**src/rtl/xbw_pkg.sv**
```systemverilog
package xbw_pkg;
  localparam int FLD_W      = 3;
  localparam int N_FLD      = 11;
  localparam int AREA_CFG_W = FLD_W * N_FLD;

  typedef enum logic [1:0] {PH_IDLE, PH_ACC, PH_TAIL, PH_HOLD} phase_e;

  // Packed so that the first field listed lands in the top bits.
  typedef struct packed {
    logic [FLD_W-1:0] wr_tail;     // 32:30
    logic [FLD_W-1:0] rd_tail;     // 29:27
    logic [FLD_W-1:0] pg_wr_wait;  // 26:24
    logic [FLD_W-1:0] wr_wait;     // 23:21
    logic [FLD_W-1:0] pg_rd_wait;  // 20:18
    logic [FLD_W-1:0] rd_wait;     // 17:15
    logic [FLD_W-1:0] wd_tail;     // 14:12
    logic [FLD_W-1:0] wd_dly;      // 11:9
    logic [FLD_W-1:0] wr_dly;      // 8:6
    logic [FLD_W-1:0] rd_dly;      // 5:3
    logic [FLD_W-1:0] cs_dly;      // 2:0
  } area_cfg_t;

  // A delay past the end clock is pulled back onto it.
  function automatic logic [FLD_W-1:0] clamp_dly(input logic [FLD_W-1:0] dly,
                                                 input logic [FLD_W-1:0] lim);
    return (dly > lim) ? lim : dly;
  endfunction

  // Length of the trailing phase after the last halfword.
  function automatic logic [FLD_W-1:0] tail_len(input logic is_wr, input area_cfg_t c);
    if (!is_wr) return c.rd_tail;
    return (c.wr_tail > c.wd_tail) ? c.wr_tail : c.wd_tail;
  endfunction
endpackage

```
**src/rtl/xbw_area_mux.sv**
```systemverilog
module xbw_area_mux
  import xbw_pkg::*;
#(
  parameter int NUM_AREAS = 8,
  parameter int SEL_W     = 3
)(
  input  logic [NUM_AREAS*AREA_CFG_W-1:0] cfg_flat,
  input  logic [SEL_W-1:0]                sel,
  output area_cfg_t                       cfg_o
);
  area_cfg_t tab [NUM_AREAS];

  for (genvar i = 0; i < NUM_AREAS; i++) begin : g_unpack
    assign tab[i] = area_cfg_t'(cfg_flat[i*AREA_CFG_W +: AREA_CFG_W]);
  end

  assign cfg_o = tab[sel];
endmodule

```
**src/rtl/xbw_phase_seq.sv**
```systemverilog
module xbw_phase_seq
  import xbw_pkg::*;
(
  input  logic             clk,
  input  logic             rst_n,
  input  logic             start,
  input  logic             two_hw,
  input  logic [FLD_W-1:0] wait_first,
  input  logic [FLD_W-1:0] wait_page,
  input  logic [FLD_W-1:0] tail_cnt,
  output phase_e           phase,
  output logic             hw_hi,
  output logic [FLD_W-1:0] cnt,
  output logic [FLD_W-1:0] cur_wait,
  output logic             hw_end,
  output logic             tail_end
);
  logic last_hw;

  assign cur_wait = hw_hi ? wait_page : wait_first;
  assign hw_end   = (phase == PH_ACC) && (cnt == cur_wait);
  assign last_hw  = hw_hi || !two_hw;
  assign tail_end = (phase == PH_TAIL) &&
                    (({1'b0, cnt} + {{FLD_W{1'b0}}, 1'b1}) == {1'b0, tail_cnt});

  always_ff @(posedge clk or negedge rst_n) begin
    if (!rst_n) begin
      phase <= PH_IDLE;
      hw_hi <= 1'b0;
      cnt   <= '0;
    end else begin
      unique case (phase)
        PH_IDLE: begin
          if (start) begin
            phase <= PH_ACC;
            hw_hi <= 1'b0;
            cnt   <= '0;
          end
        end
        PH_ACC: begin
          if (hw_end) begin
            cnt <= '0;
            if (last_hw) phase <= (tail_cnt == '0) ? PH_HOLD : PH_TAIL;
            else         hw_hi <= 1'b1;
          end else begin
            cnt <= cnt + 1'b1;
          end
        end
        PH_TAIL: begin
          if (tail_end) phase <= PH_HOLD;
          else          cnt   <= cnt + 1'b1;
        end
        PH_HOLD: phase <= PH_IDLE;
        default: phase <= PH_IDLE;
      endcase
    end
  end
endmodule

```
**src/rtl/xbw_pin_drive.sv**
```systemverilog
module xbw_pin_drive
  import xbw_pkg::*;
#(
  parameter int NUM_AREAS = 8,
  parameter int SEL_W     = 3,
  parameter int ADDR_W    = 24,
  parameter int DATA_W    = 16,
  parameter int BC_W      = 2
)(
  input  phase_e                phase,
  input  logic                  hw_hi,
  input  logic [FLD_W-1:0]      cnt,
  input  logic [FLD_W-1:0]      cur_wait,
  input  logic                  is_wr,
  input  logic [SEL_W-1:0]      sel,
  input  logic [BC_W-1:0]       lanes,
  input  logic [ADDR_W-2:0]     hw_addr,
  input  logic [2*DATA_W-1:0]   wdata,
  input  logic [FLD_W-1:0]      cs_dly,
  input  logic [FLD_W-1:0]      rd_dly,
  input  logic [FLD_W-1:0]      wr_dly,
  input  logic [FLD_W-1:0]      wd_dly,
  input  logic [FLD_W-1:0]      wd_tail,
  input  logic [FLD_W-1:0]      cs_tail,
  output logic [NUM_AREAS-1:0]  cs_n,
  output logic [BC_W-1:0]       bc_n,
  output logic                  rd_n,
  output logic                  wr_n,
  output logic [ADDR_W-1:0]     addr,
  output logic [DATA_W-1:0]     dq_o,
  output logic                  dq_oe
);
  logic in_acc, in_tail, cs_act, rd_act, wr_act;

  assign in_acc  = (phase == PH_ACC);
  assign in_tail = (phase == PH_TAIL);

  assign cs_act = (in_acc && (hw_hi || (cnt >= clamp_dly(cs_dly, cur_wait)))) ||
                  (in_tail && (cnt < cs_tail));
  assign rd_act = in_acc && !is_wr && (cnt >= clamp_dly(rd_dly, cur_wait));
  assign wr_act = in_acc &&  is_wr && (cnt >= clamp_dly(wr_dly, cur_wait));
  assign dq_oe  = is_wr && ((in_acc && (cnt >= clamp_dly(wd_dly, cur_wait))) ||
                            (in_tail && (cnt < wd_tail)));

  assign rd_n = !rd_act;
  assign wr_n = !wr_act;
  assign bc_n = cs_act ? ~lanes : '1;
  assign dq_o = !dq_oe ? '0 : (hw_hi ? wdata[2*DATA_W-1:DATA_W] : wdata[DATA_W-1:0]);

  assign addr = (phase == PH_IDLE) ? '0 :
                ({hw_addr, 1'b0} + {{(ADDR_W-2){1'b0}}, hw_hi, 1'b0});

  for (genvar i = 0; i < NUM_AREAS; i++) begin : g_cs
    assign cs_n[i] = !(cs_act && (sel == SEL_W'(i)));
  end
endmodule

```
**src/rtl/xbus_waitctl.sv**
```systemverilog
module xbus_waitctl
  import xbw_pkg::*;
#(
  parameter int NUM_AREAS = 8,
  parameter int ADDR_W    = 24,
  parameter int DATA_W    = 16,
  localparam int SEL_W    = (NUM_AREAS > 1) ? $clog2(NUM_AREAS) : 1,
  localparam int BC_W     = DATA_W / 8,
  localparam int WIDE_W   = 2 * DATA_W
)(
  input  logic                            clk,
  input  logic                            rst_n,
  input  logic                            req_valid,
  input  logic                            req_write,
  input  logic                            req_wide,
  input  logic [SEL_W-1:0]                req_area,
  input  logic [ADDR_W-2:0]               req_hw_addr,
  input  logic [BC_W-1:0]                 req_lanes,
  input  logic [WIDE_W-1:0]               req_wdata,
  output logic                            req_ready,
  output logic [WIDE_W-1:0]               req_rdata,
  input  logic [NUM_AREAS*AREA_CFG_W-1:0] cfg_timing,
  output logic [NUM_AREAS-1:0]            bus_cs_n,
  output logic [BC_W-1:0]                 bus_bc_n,
  output logic                            bus_rd_n,
  output logic                            bus_wr_n,
  output logic [ADDR_W-1:0]               bus_addr,
  output logic [DATA_W-1:0]               bus_dq_o,
  output logic                            bus_dq_oe,
  input  logic [DATA_W-1:0]               bus_dq_i
);
  phase_e           phase;
  logic             hw_hi, hw_end, tail_end, start;
  logic [FLD_W-1:0] cnt, cur_wait, wait_first, wait_page, tail_cnt, cs_tail;
  area_cfg_t        acfg;

  logic              wr_q, wide_q;
  logic [SEL_W-1:0]  sel_q;
  logic [ADDR_W-2:0] hwa_q;
  logic [BC_W-1:0]   lanes_q;
  logic [WIDE_W-1:0] wdata_q, rdata_q;

  assign start = (phase == PH_IDLE) && req_valid;

  // Request fields are frozen at acceptance.
  always_ff @(posedge clk or negedge rst_n) begin
    if (!rst_n) begin
      wr_q    <= 1'b0;
      wide_q  <= 1'b0;
      sel_q   <= '0;
      hwa_q   <= '0;
      lanes_q <= '0;
      wdata_q <= '0;
    end else if (start) begin
      wr_q    <= req_write;
      wide_q  <= req_wide;
      sel_q   <= req_area;
      hwa_q   <= req_hw_addr;
      lanes_q <= req_wide ? '1 : req_lanes;
      wdata_q <= req_wdata;
    end
  end

  // Read lanes captured on each halfword's end clock.
  always_ff @(posedge clk or negedge rst_n) begin
    if (!rst_n) begin
      rdata_q <= '0;
    end else if (start) begin
      rdata_q <= '0;
    end else if (hw_end && !wr_q) begin
      if (hw_hi) rdata_q[WIDE_W-1:DATA_W] <= bus_dq_i;
      else       rdata_q[DATA_W-1:0]      <= bus_dq_i;
    end
  end

  assign req_rdata = rdata_q;
  assign req_ready = (phase == PH_HOLD);

  xbw_area_mux #(.NUM_AREAS(NUM_AREAS), .SEL_W(SEL_W)) u_mux (
    .cfg_flat (cfg_timing),
    .sel      (sel_q),
    .cfg_o    (acfg)
  );

  assign wait_first = wr_q ? acfg.wr_wait    : acfg.rd_wait;
  assign wait_page  = wr_q ? acfg.pg_wr_wait : acfg.pg_rd_wait;
  assign cs_tail    = wr_q ? acfg.wr_tail    : acfg.rd_tail;
  assign tail_cnt   = tail_len(wr_q, acfg);

  xbw_phase_seq u_seq (
    .clk        (clk),
    .rst_n      (rst_n),
    .start      (start),
    .two_hw     (wide_q),
    .wait_first (wait_first),
    .wait_page  (wait_page),
    .tail_cnt   (tail_cnt),
    .phase      (phase),
    .hw_hi      (hw_hi),
    .cnt        (cnt),
    .cur_wait   (cur_wait),
    .hw_end     (hw_end),
    .tail_end   (tail_end)
  );

  xbw_pin_drive #(
    .NUM_AREAS (NUM_AREAS),
    .SEL_W     (SEL_W),
    .ADDR_W    (ADDR_W),
    .DATA_W    (DATA_W),
    .BC_W      (BC_W)
  ) u_pins (
    .phase    (phase),
    .hw_hi    (hw_hi),
    .cnt      (cnt),
    .cur_wait (cur_wait),
    .is_wr    (wr_q),
    .sel      (sel_q),
    .lanes    (lanes_q),
    .hw_addr  (hwa_q),
    .wdata    (wdata_q),
    .cs_dly   (acfg.cs_dly),
    .rd_dly   (acfg.rd_dly),
    .wr_dly   (acfg.wr_dly),
    .wd_dly   (acfg.wd_dly),
    .wd_tail  (acfg.wd_tail),
    .cs_tail  (cs_tail),
    .cs_n     (bus_cs_n),
    .bc_n     (bus_bc_n),
    .rd_n     (bus_rd_n),
    .wr_n     (bus_wr_n),
    .addr     (bus_addr),
    .dq_o     (bus_dq_o),
    .dq_oe    (bus_dq_oe)
  );
endmodule

```
**config.mk**
```make
export PLATFORM = sky130hd
export DESIGN_NAME = xbus_waitctl
export DESIGN_NICKNAME = d
export VERILOG_FILES = /design/src/rtl/xbw_pkg.sv /design/src/rtl/xbw_area_mux.sv /design/src/rtl/xbw_phase_seq.sv /design/src/rtl/xbw_pin_drive.sv /design/src/rtl/xbus_waitctl.sv
export SDC_FILE = /design/constraint.sdc
export NUM_CORES = 1
export LEC_CHECK = 0
export ABC_CLOCK_PERIOD_IN_PS = 7350
export BUFFER_PORTS_ARGS = -buffer_cell sky130_fd_sc_hd__buf_2
export CORE_AREA = 2 2 169 171
export DETAILED_ROUTE_END_ITERATION = 8
export DIE_AREA = 0 0 171 173
export PLACE_DENSITY_LB_ADDON = 0.1
export SLEW_MARGIN = 15
export SYNTH_ARGS = -nofsm -noshare
export SYNTH_HDL_FRONTEND = slang
export SYNTH_HIERARCHICAL = 1
export SYNTH_SLANG_ARGS = --single-unit
```
**constraint.sdc**
```tcl
create_clock -name clk -period 7.35 [get_ports clk]
set_input_delay 1.47 -clock clk [delete_from_list [all_inputs] [get_ports clk]]
set_output_delay 1.47 -clock clk [all_outputs]
set_load 0.01 [all_outputs]
```
Word level (Yosys, flattened, before mapping)

Cells that the tools add are included.

Bits in registers: 100
Latch bits: 0
Memory bits (writable): 0
ROM bits: 0
Bits of input ports: 345
Output and inout bits: 86
Logic and storage cells: 132
Memories kept: 0

Add/subtract/negate cells: 3
Multipliers: 0
Divide/modulo/power cells: 0
Magnitude comparators: 12
Equal/unequal tests: 19
Shifts and indexed selects: 0
Multiplexer cells: 36
Bitwise logic cells: 2
Reductions and logical operators: 49

Operator list:

| kind                                                                  | count |
|---|---|
| 33-bit binary-select mux with 3-bit select                            | 1 |
| 33-bit 2-to-1 mux                                                     | 2 |
| 16-bit 2-to-1 mux                                                     | 4 |
| 32-bit 2-to-1 mux                                                     | 2 |
| 3-bit 2-to-1 mux                                                      | 13 |
| 24-bit by 2-bit adder with 24-bit output                              | 1 |
| 24-bit 2-to-1 mux                                                     | 1 |
| 1-bit logical AND                                                     | 21 |
| 3-bit > comparator                                                    | 5 |
| 2-bit inequality test, second input constant                          | 7 |
| 3-bit equality test, second input constant                            | 4 |
| 3-bit greater-or-equal comparator                                     | 4 |
| 1-bit logical NOT                                                     | 12 |
| 2-bit 2-to-1 mux                                                      | 6 |
| 3-bit case mux with 3 select lines                                    | 1 |
| 2-bit case mux with 4 select lines                                    | 1 |
| 4-bit AND reduction                                                   | 2 |
| 3-bit by 2-bit equality test with 1-bit output, second input constant | 2 |
| 3-bit logical NOT                                                     | 2 |
| 3-bit less-than comparator                                            | 2 |
| 2-bit nonzero test                                                    | 3 |
| 3-bit by 1-bit adder with 4-bit output, second input constant         | 1 |
| 2-bit equality test, second input constant                            | 2 |
| 4-bit by 3-bit equality test with 1-bit output                        | 1 |
| other kinds (14)                                                      | 21 |

Depth between registers and ports, before layout

Gate-level depths: netlist of the first run.

Depth in word-level cells: 14
Mapped depth: 19

Modules after synthesis

The synthesis of the first run kept the hierarchy.

Modules (own cells, without submodules):

| module        | times used | cells each | area each (µm²) |
|---|---|---|---|
| xbus_waitctl  | 1          | 266        | 4025.1 |
| xbw_pin_drive | 1          | 319        | 2084.5 |
| xbw_area_mux  | 1          | 117        | 1993.2 |
| xbw_phase_seq | 1          | 65         | 599.3 |

Least setup slack after synthesis of the first run

No wires, ideal clock.

Path type: input port to output port
Start: input cfg_timing[121]
End: output bus_dq_o[10]
Arrival time: 5255 ps
Data required time: 5880 ps
Slack: 625 ps
Stages: 17
Buffers on the path: 1
Path through: mux4_1 > mux2_2 > mux2_2 > mux2i_2 > inv_1 > inv_1 > ha_1 > nor2b_1 > o21ai_0 > a32oi_1 > mux2_2 > ha_1 > nand2b_1 > a21o_1 > a21oi_1 > clkbuf_1 > o22ai_1

RTL lines:

| element            | RTL line           | text |
|---|---|---|
| start: declaration | xbus_waitctl.sv:22 | `input logic [NUM_AREAS*AREA_CFG_W-1:0] cfg_timing,` |
| end: declaration   | xbus_waitctl.sv:28 | `output logic [DATA_W-1:0] bus_dq_o,` |

==> results.sh, run 1 <==
export IMPL_cts_sink_count=100
export IMPL_period_minus_slack_ns=7.208
export IMPL_syn_avg_cell_area_um2=11.35
export IMPL_dieHeight_um=173
export IMPL_design_core_area_mm2=0.02763
export IMPL_worst_ep_arrival_time_ns=5.74
export IMPL_drc=0
export IMPL_syn_nets=1149
export IMPL_via_per_inst=5.188
export IMPL_start_util=0.3148
export IMPL_place_congestion=0.9113
export IMPL_finalSetupTns_ns=0
export IMPL_grt_max_degree=74
export IMPL_worst_ep_required_time_ns=5.88
export IMPL_postSynthCellCount=766
export IMPL_cts_root_buf="clkbuf_16"
export IMPL_ir_drop_v=0.0002266
export IMPL_clk_latency_ns=0.35
export IMPL_outcome="finished, final reports clean"
export IMPL_max_freq_ghz=0.1387
export IMPL_p_sw_frac=0.4611
export IMPL_grt_pass1_vias=8344
export IMPL_placed_area_mm2=0.01108
export IMPL_combPwrFrac=0.709
export IMPL_period_share=0.9807
export IMPL_hold_viol=0
export IMPL_tightest_slew_ns=1.045
export IMPL_seqPwrFrac=0.204
export IMPL_dpl_hpwl_um=26780
export IMPL_setup_violations_final=0
export IMPL_mostFrequentLayoutCell="buf_2"
export IMPL_drtAntennaViolNets=0
export IMPL_antenna_found_initial=18
export IMPL_routed_wl_um=33430
export IMPL_powerDensity_mw_per_mm2=487.9
export IMPL_io_pins=431
export IMPL_cts_buffer_depth=2
export IMPL_cts_max_level=3
export IMPL_worstSetupStartpointType="input pin"
export IMPL_drtIter0Drc=544
export IMPL_cp_end_kind="primary output"
export IMPL_rows=61
export IMPL_ys_warn_count=6
export IMPL_nFillCells=2820
export IMPL_crit_type="input pin to primary output"
export IMPL_clockPowerShare=0.087
export IMPL_dr_pass1_iters=5
export IMPL_fin_nets=1548
export IMPL_die_area_mm2=0.02958
export IMPL_rsz0062_at_grt="true"
export IMPL_wl_per_cell_um=21.39
export IMPL_clkTransAtPathRegs_ns=0.08
export IMPL_max_slew_margin=0.3036
export IMPL_crit_fanout=10
export IMPL_drv_slew=0
export IMPL_finalInstanceArea_mm2=0.01143
export IMPL_syn_to_final_growth_pct=31.48
export IMPL_cts_setup_buffers=0
export IMPL_layout_common_cells="buf_2, mux2_2, dfrtp_1"
export IMPL_grt_use_total=0.2210
export IMPL_p_int_mw=3.006
export IMPL_power_leakage_nw=5.240
export IMPL_syn_area_mm2=0.008697
export IMPL_gr_total_overflow=0
export IMPL_drive_above_1_share=0.5880
export IMPL_cts_tree="built"
export IMPL_cap_violations=0
export IMPL_skew_ns=0.01035
export IMPL_dr_total_vias=8109
export IMPL_min_path_type="flop to flop"
export IMPL_cts_made_buffers=9
export IMPL_netSwitchingPower_mw=2.572
export IMPL_grt_first_pass_wirelength_um=49650
export IMPL_port_buffers=429
export IMPL_die_w_um=171
## what timing repair did
action                     CTS  global route
gates resized for setup      0             4
hold buffers                 0             0
setup endpoints to repair    0            18
## flip-flops by register name (all words and copies together) (netlist names)
register,flops
req_rdata,32
u_seq/cnt,3
u_seq/hw_hi,1
sel_q,3
lanes_q,2
wr_q,1
wide_q,1
u_seq/phase,2
wdata_q,32
hwa_q,23
## metrics by stage
stage	std cells	worst slack (ns)	utilization	power [mW]	hold slack [ns]
finish	1563	0.1418	0.4139	5.578	0.5039
detailed placement	1532	0.1556	0.4011	5.099	0.4881
global route	1559	-0.007157	0.4135	6.118	0.5224
CTS	1548	0.1387	0.4119	5.614	0.5090
floorplan	766	0.6249	-	3.974	0.4749
global placement	1532	0.1698	0.4011	5.072	0.4841
## final cells by class
type                       instances  area, um^2  share of cell area
multi-input combinational        576        5715              0.4998
inverter                          32       120.1             0.01050
clock buffer                       9       225.2             0.01970
antenna                           15       37.54            0.003283
timing repair buffer             446        2281              0.1995
tap                              378       473.0             0.04136
clock inverter                     7       73.82            0.006456
sequential                       100        2509              0.2194
## critical path: stages
cell      delay, ns
buf_2          0.13
mux4_2         0.47
mux2_2         0.27
mux2_2         0.30
mux2i_2        0.27
inv_1          0.10
inv_1          0.09
ha_1           0.15
nor2b_1        0.13
o21ai_0        0.10
a32oi_1        0.26
mux2_2         0.37
ha_1           0.26
nand2b_1       0.14
a21o_1         0.18
a211o_1        0.47
a31oi_2        0.35
buf_2          0.21
## final timing paths
kind / depth (start not counted) / end / slack [ns] / start
min reg2reg: 1 / req_rdata[0] / 0.50 / req_rdata[0]
max reg2reg: 13 / u_seq/phase[1] / 2.37 / sel_q[0]
min: 1 / req_rdata[0] / 0.50 / req_rdata[0]
max in group asynchronous: 2 / sel_q[0] / 4.92 / rst_n
min in group asynchronous: 1 / req_rdata[18] / 1.07 / rst_n
max: 18 / bus_bc_n[0] / 0.14 / cfg_timing[184]
## per-layer routing
layer / GRT usage / vias up / wire length [um]
li1: - / 3741 / -
met1: 0.2795 / 3962 / 13830
met2: 0.3580 / 349 / 15630
met3: 0.06111 / 53 / 2904
met4: 0.08298 / 4 / 1043
met5: 0 / - / 22
## power by group through the flow
stage          combinational (mW)  clock, mW  sequential [mW]
6_report                     3.95      0.486             1.14
5_1_grt                      4.39      0.528             1.20
4_1_cts                      3.97      0.507             1.14
3_5_place_dp                 3.95          0             1.15
3_3_place_gp                 3.92          0             1.15
2_1_floorplan                2.93          0             1.04
(Power assumes the default switching activity.)
==> inputs of run 2 (changes only) <==
- SETUP_SLACK_MARGIN: not set -> 0.2
==> run 2 against run 1 <==
  * Routed wire length up 0.42%
  * Setup slack better by 0.26 ns
  * Worst hold slack about the same
  * Clock power about the same
  * Critical path type unchanged
  * Critical endpoint unchanged
  * Largest cell class unchanged
  * Largest power group unchanged
  * Highest routed layer unchanged
==> results.sh, run 2 (synthesis results as in run 1) <==
export IMPL_antenna_found_initial=18
export IMPL_power_leakage_nw=5.259
export IMPL_use_met2=0.3582
export IMPL_rsz0062_at_grt="true"
export IMPL_finalPower_mw=5.688
export IMPL_max_freq_ghz=0.1439
export IMPL_setup_violations_final=0
export IMPL_worstSetupStartpointType="input pin"
export IMPL_tightest_slew_ns=1.043
export IMPL_place_inst=1532
export IMPL_dpl_hpwl_um=26780
export IMPL_grt_pass1_vias=8347
export IMPL_multi_input_area_mm2=0.005758
export IMPL_start_util=0.3148
export IMPL_grt_util_met3=0.06111
export IMPL_dieHeight_um=173
export IMPL_combPwrFrac=0.716
export IMPL_cts_root_buf="clkbuf_16"
export IMPL_cts_sink_count=100
export IMPL_via_per_inst=5.184
export IMPL_crit_type="input pin to primary output"
export IMPL_cts_made_buffers=9
export IMPL_mostFrequentLayoutCell="buf_2"
export IMPL_clkTransAtPathRegs_ns=0.08
export IMPL_rows=61
export IMPL_seqPwrFrac=0.198
export IMPL_cts_buffer_depth=2
export IMPL_drtIter0Drc=563
export IMPL_worst_ep_arrival_time_ns=5.48
export IMPL_grt_first_pass_wirelength_um=49660
export IMPL_cpPeakStageDelay_ns=0.47
export IMPL_io_pins=431
export IMPL_powerDensity_mw_per_mm2=494.4
export IMPL_instances_no_fill=1563
export IMPL_gr_total_overflow=0
export IMPL_cp_end_kind="primary output"
export IMPL_outcome="finished, final reports clean"
export IMPL_drc=0
export IMPL_die_w_um=171
export IMPL_netSwitchingPower_mw=2.610
export IMPL_placed_area_mm2=0.01108
export IMPL_drv_slew=0
export IMPL_ir_drop_v=0.0002683
export IMPL_critical_path_slowest_cell="mux4_2"
export IMPL_place_congestion=0.9113
export IMPL_finalSetupTns_ns=0
export IMPL_p_int_mw=3.078
export IMPL_min_path_type="flop to flop"
export IMPL_wl_per_cell_um=21.48
export IMPL_cts_max_level=3
export IMPL_clockPowerShare=0.085
export IMPL_hold_viol=0
export IMPL_skew_ns=0.01070
export IMPL_design_core_area_mm2=0.02763
export IMPL_p_sw_frac=0.4589
export IMPL_period_minus_slack_ns=6.950
export IMPL_grt_use_total=0.2210
export IMPL_die_area_mm2=0.02958
export IMPL_crit_fanout=10
export IMPL_critical_path_buf_inv_count=4
export IMPL_worst_ep_required_time_ns=5.88
export IMPL_drtAntennaViolNets=0
export IMPL_crit_top_cell="mux2_2"
export IMPL_finalInstanceArea_mm2=0.01151
export IMPL_dr_pass1_iters=5
export IMPL_dr_total_vias=8102
export IMPL_grt_max_degree=74
export IMPL_clk_latency_ns=0.35
export IMPL_utilization=0.4164
export IMPL_max_slew_margin=0.3050
export IMPL_cts_tree="built"
export IMPL_path_cells="buf_2 > mux4_2 > mux2_2 > mux2_2 > mux2i_4 > inv_1 > inv_1 > ha_1 > nor2b_1 > o21ai_0 > a32oi_1 > mux2_2 > ha_1 > nand2b_1 > a21o_1 > a211o_4 > a31oi_4 > buf_2"
export IMPL_fin_nets=1549
export IMPL_met1_usage=0.2795
export IMPL_regArea_mm2=0.002509
export IMPL_layout_common_cells="buf_2, mux2_2, dfrtp_1"
export IMPL_path_delay_family="multiplexers"
export IMPL_port_buffers=429
export IMPL_drive_above_1_share=0.5918
export IMPL_cap_violations=0
export IMPL_syn_to_final_growth_pct=32.30
export IMPL_routed_wl_um=33580
export IMPL_nFillCells=2819
export IMPL_busiest_layer="met2"
export IMPL_period_share=0.9456
run 2: cell type report:
class / count / area share
Antenna cell: 14 / 0.003045
Clock buffer: 9 / 0.01957
Clock inverter: 7 / 0.006416
Inverter: 32 / 0.01044
Multi-Input combinational cell: 576 / 0.5004
Sequential cell: 100 / 0.2180
Tap cell: 378 / 0.04110
Timing Repair Buffer: 447 / 0.2010
run 2: worst paths after layout:
kind                                       end             from  depth (start not counted)  slack, ns
min in group asynchronous        req_rdata[18]            rst_n                          1       1.07
worst max-delay path               bus_bc_n[0]  cfg_timing[184]                         18       0.40
max in group asynchronous             sel_q[0]            rst_n                          2       4.92
worst min-delay path              req_rdata[0]     req_rdata[0]                          1       0.50
worst min register to register    req_rdata[0]     req_rdata[0]                          1       0.50
worst max register to register  u_seq/phase[1]         sel_q[0]                         13       2.48
run 2: repair_timing:
action	in CTS	in global routing
pin swaps	0	1
hold buffers	0	0
buffers inserted	0	1
endpoints found under the setup margin	1	27
gates resized for setup	2	10
run 2: per-stage QoR:
stage | hold WS (ns) | setup WS [ns]
2_1_floorplan | 0.4749 | 0.6249
4_1_cts | 0.5090 | 0.2426
3_5_place_dp | 0.4881 | 0.1556
6_report | 0.5037 | 0.3997
5_1_grt | 0.5224 | 0.1985
3_3_place_gp | 0.4841 | 0.1698
run 2: routing by layer:
metal,share of wire,wire length [um]
met3,0.089,3002
met4,0.027,908
met5,0.00066,22
met1,0.41,13830
met2,0.47,15820
run 2: power by group through the flow:
stage / Sequential, mW / Clock, mW / Combinational (mW)
after floorplan: 1.04 / 0 / 2.93
after global placement: 1.15 / 0 / 3.92
after detailed placement: 1.15 / 0 / 3.95
after CTS: 1.14 / 0.507 / 3.98
after global routing: 1.18 / 0.528 / 4.52
final: 1.13 / 0.486 / 4.07
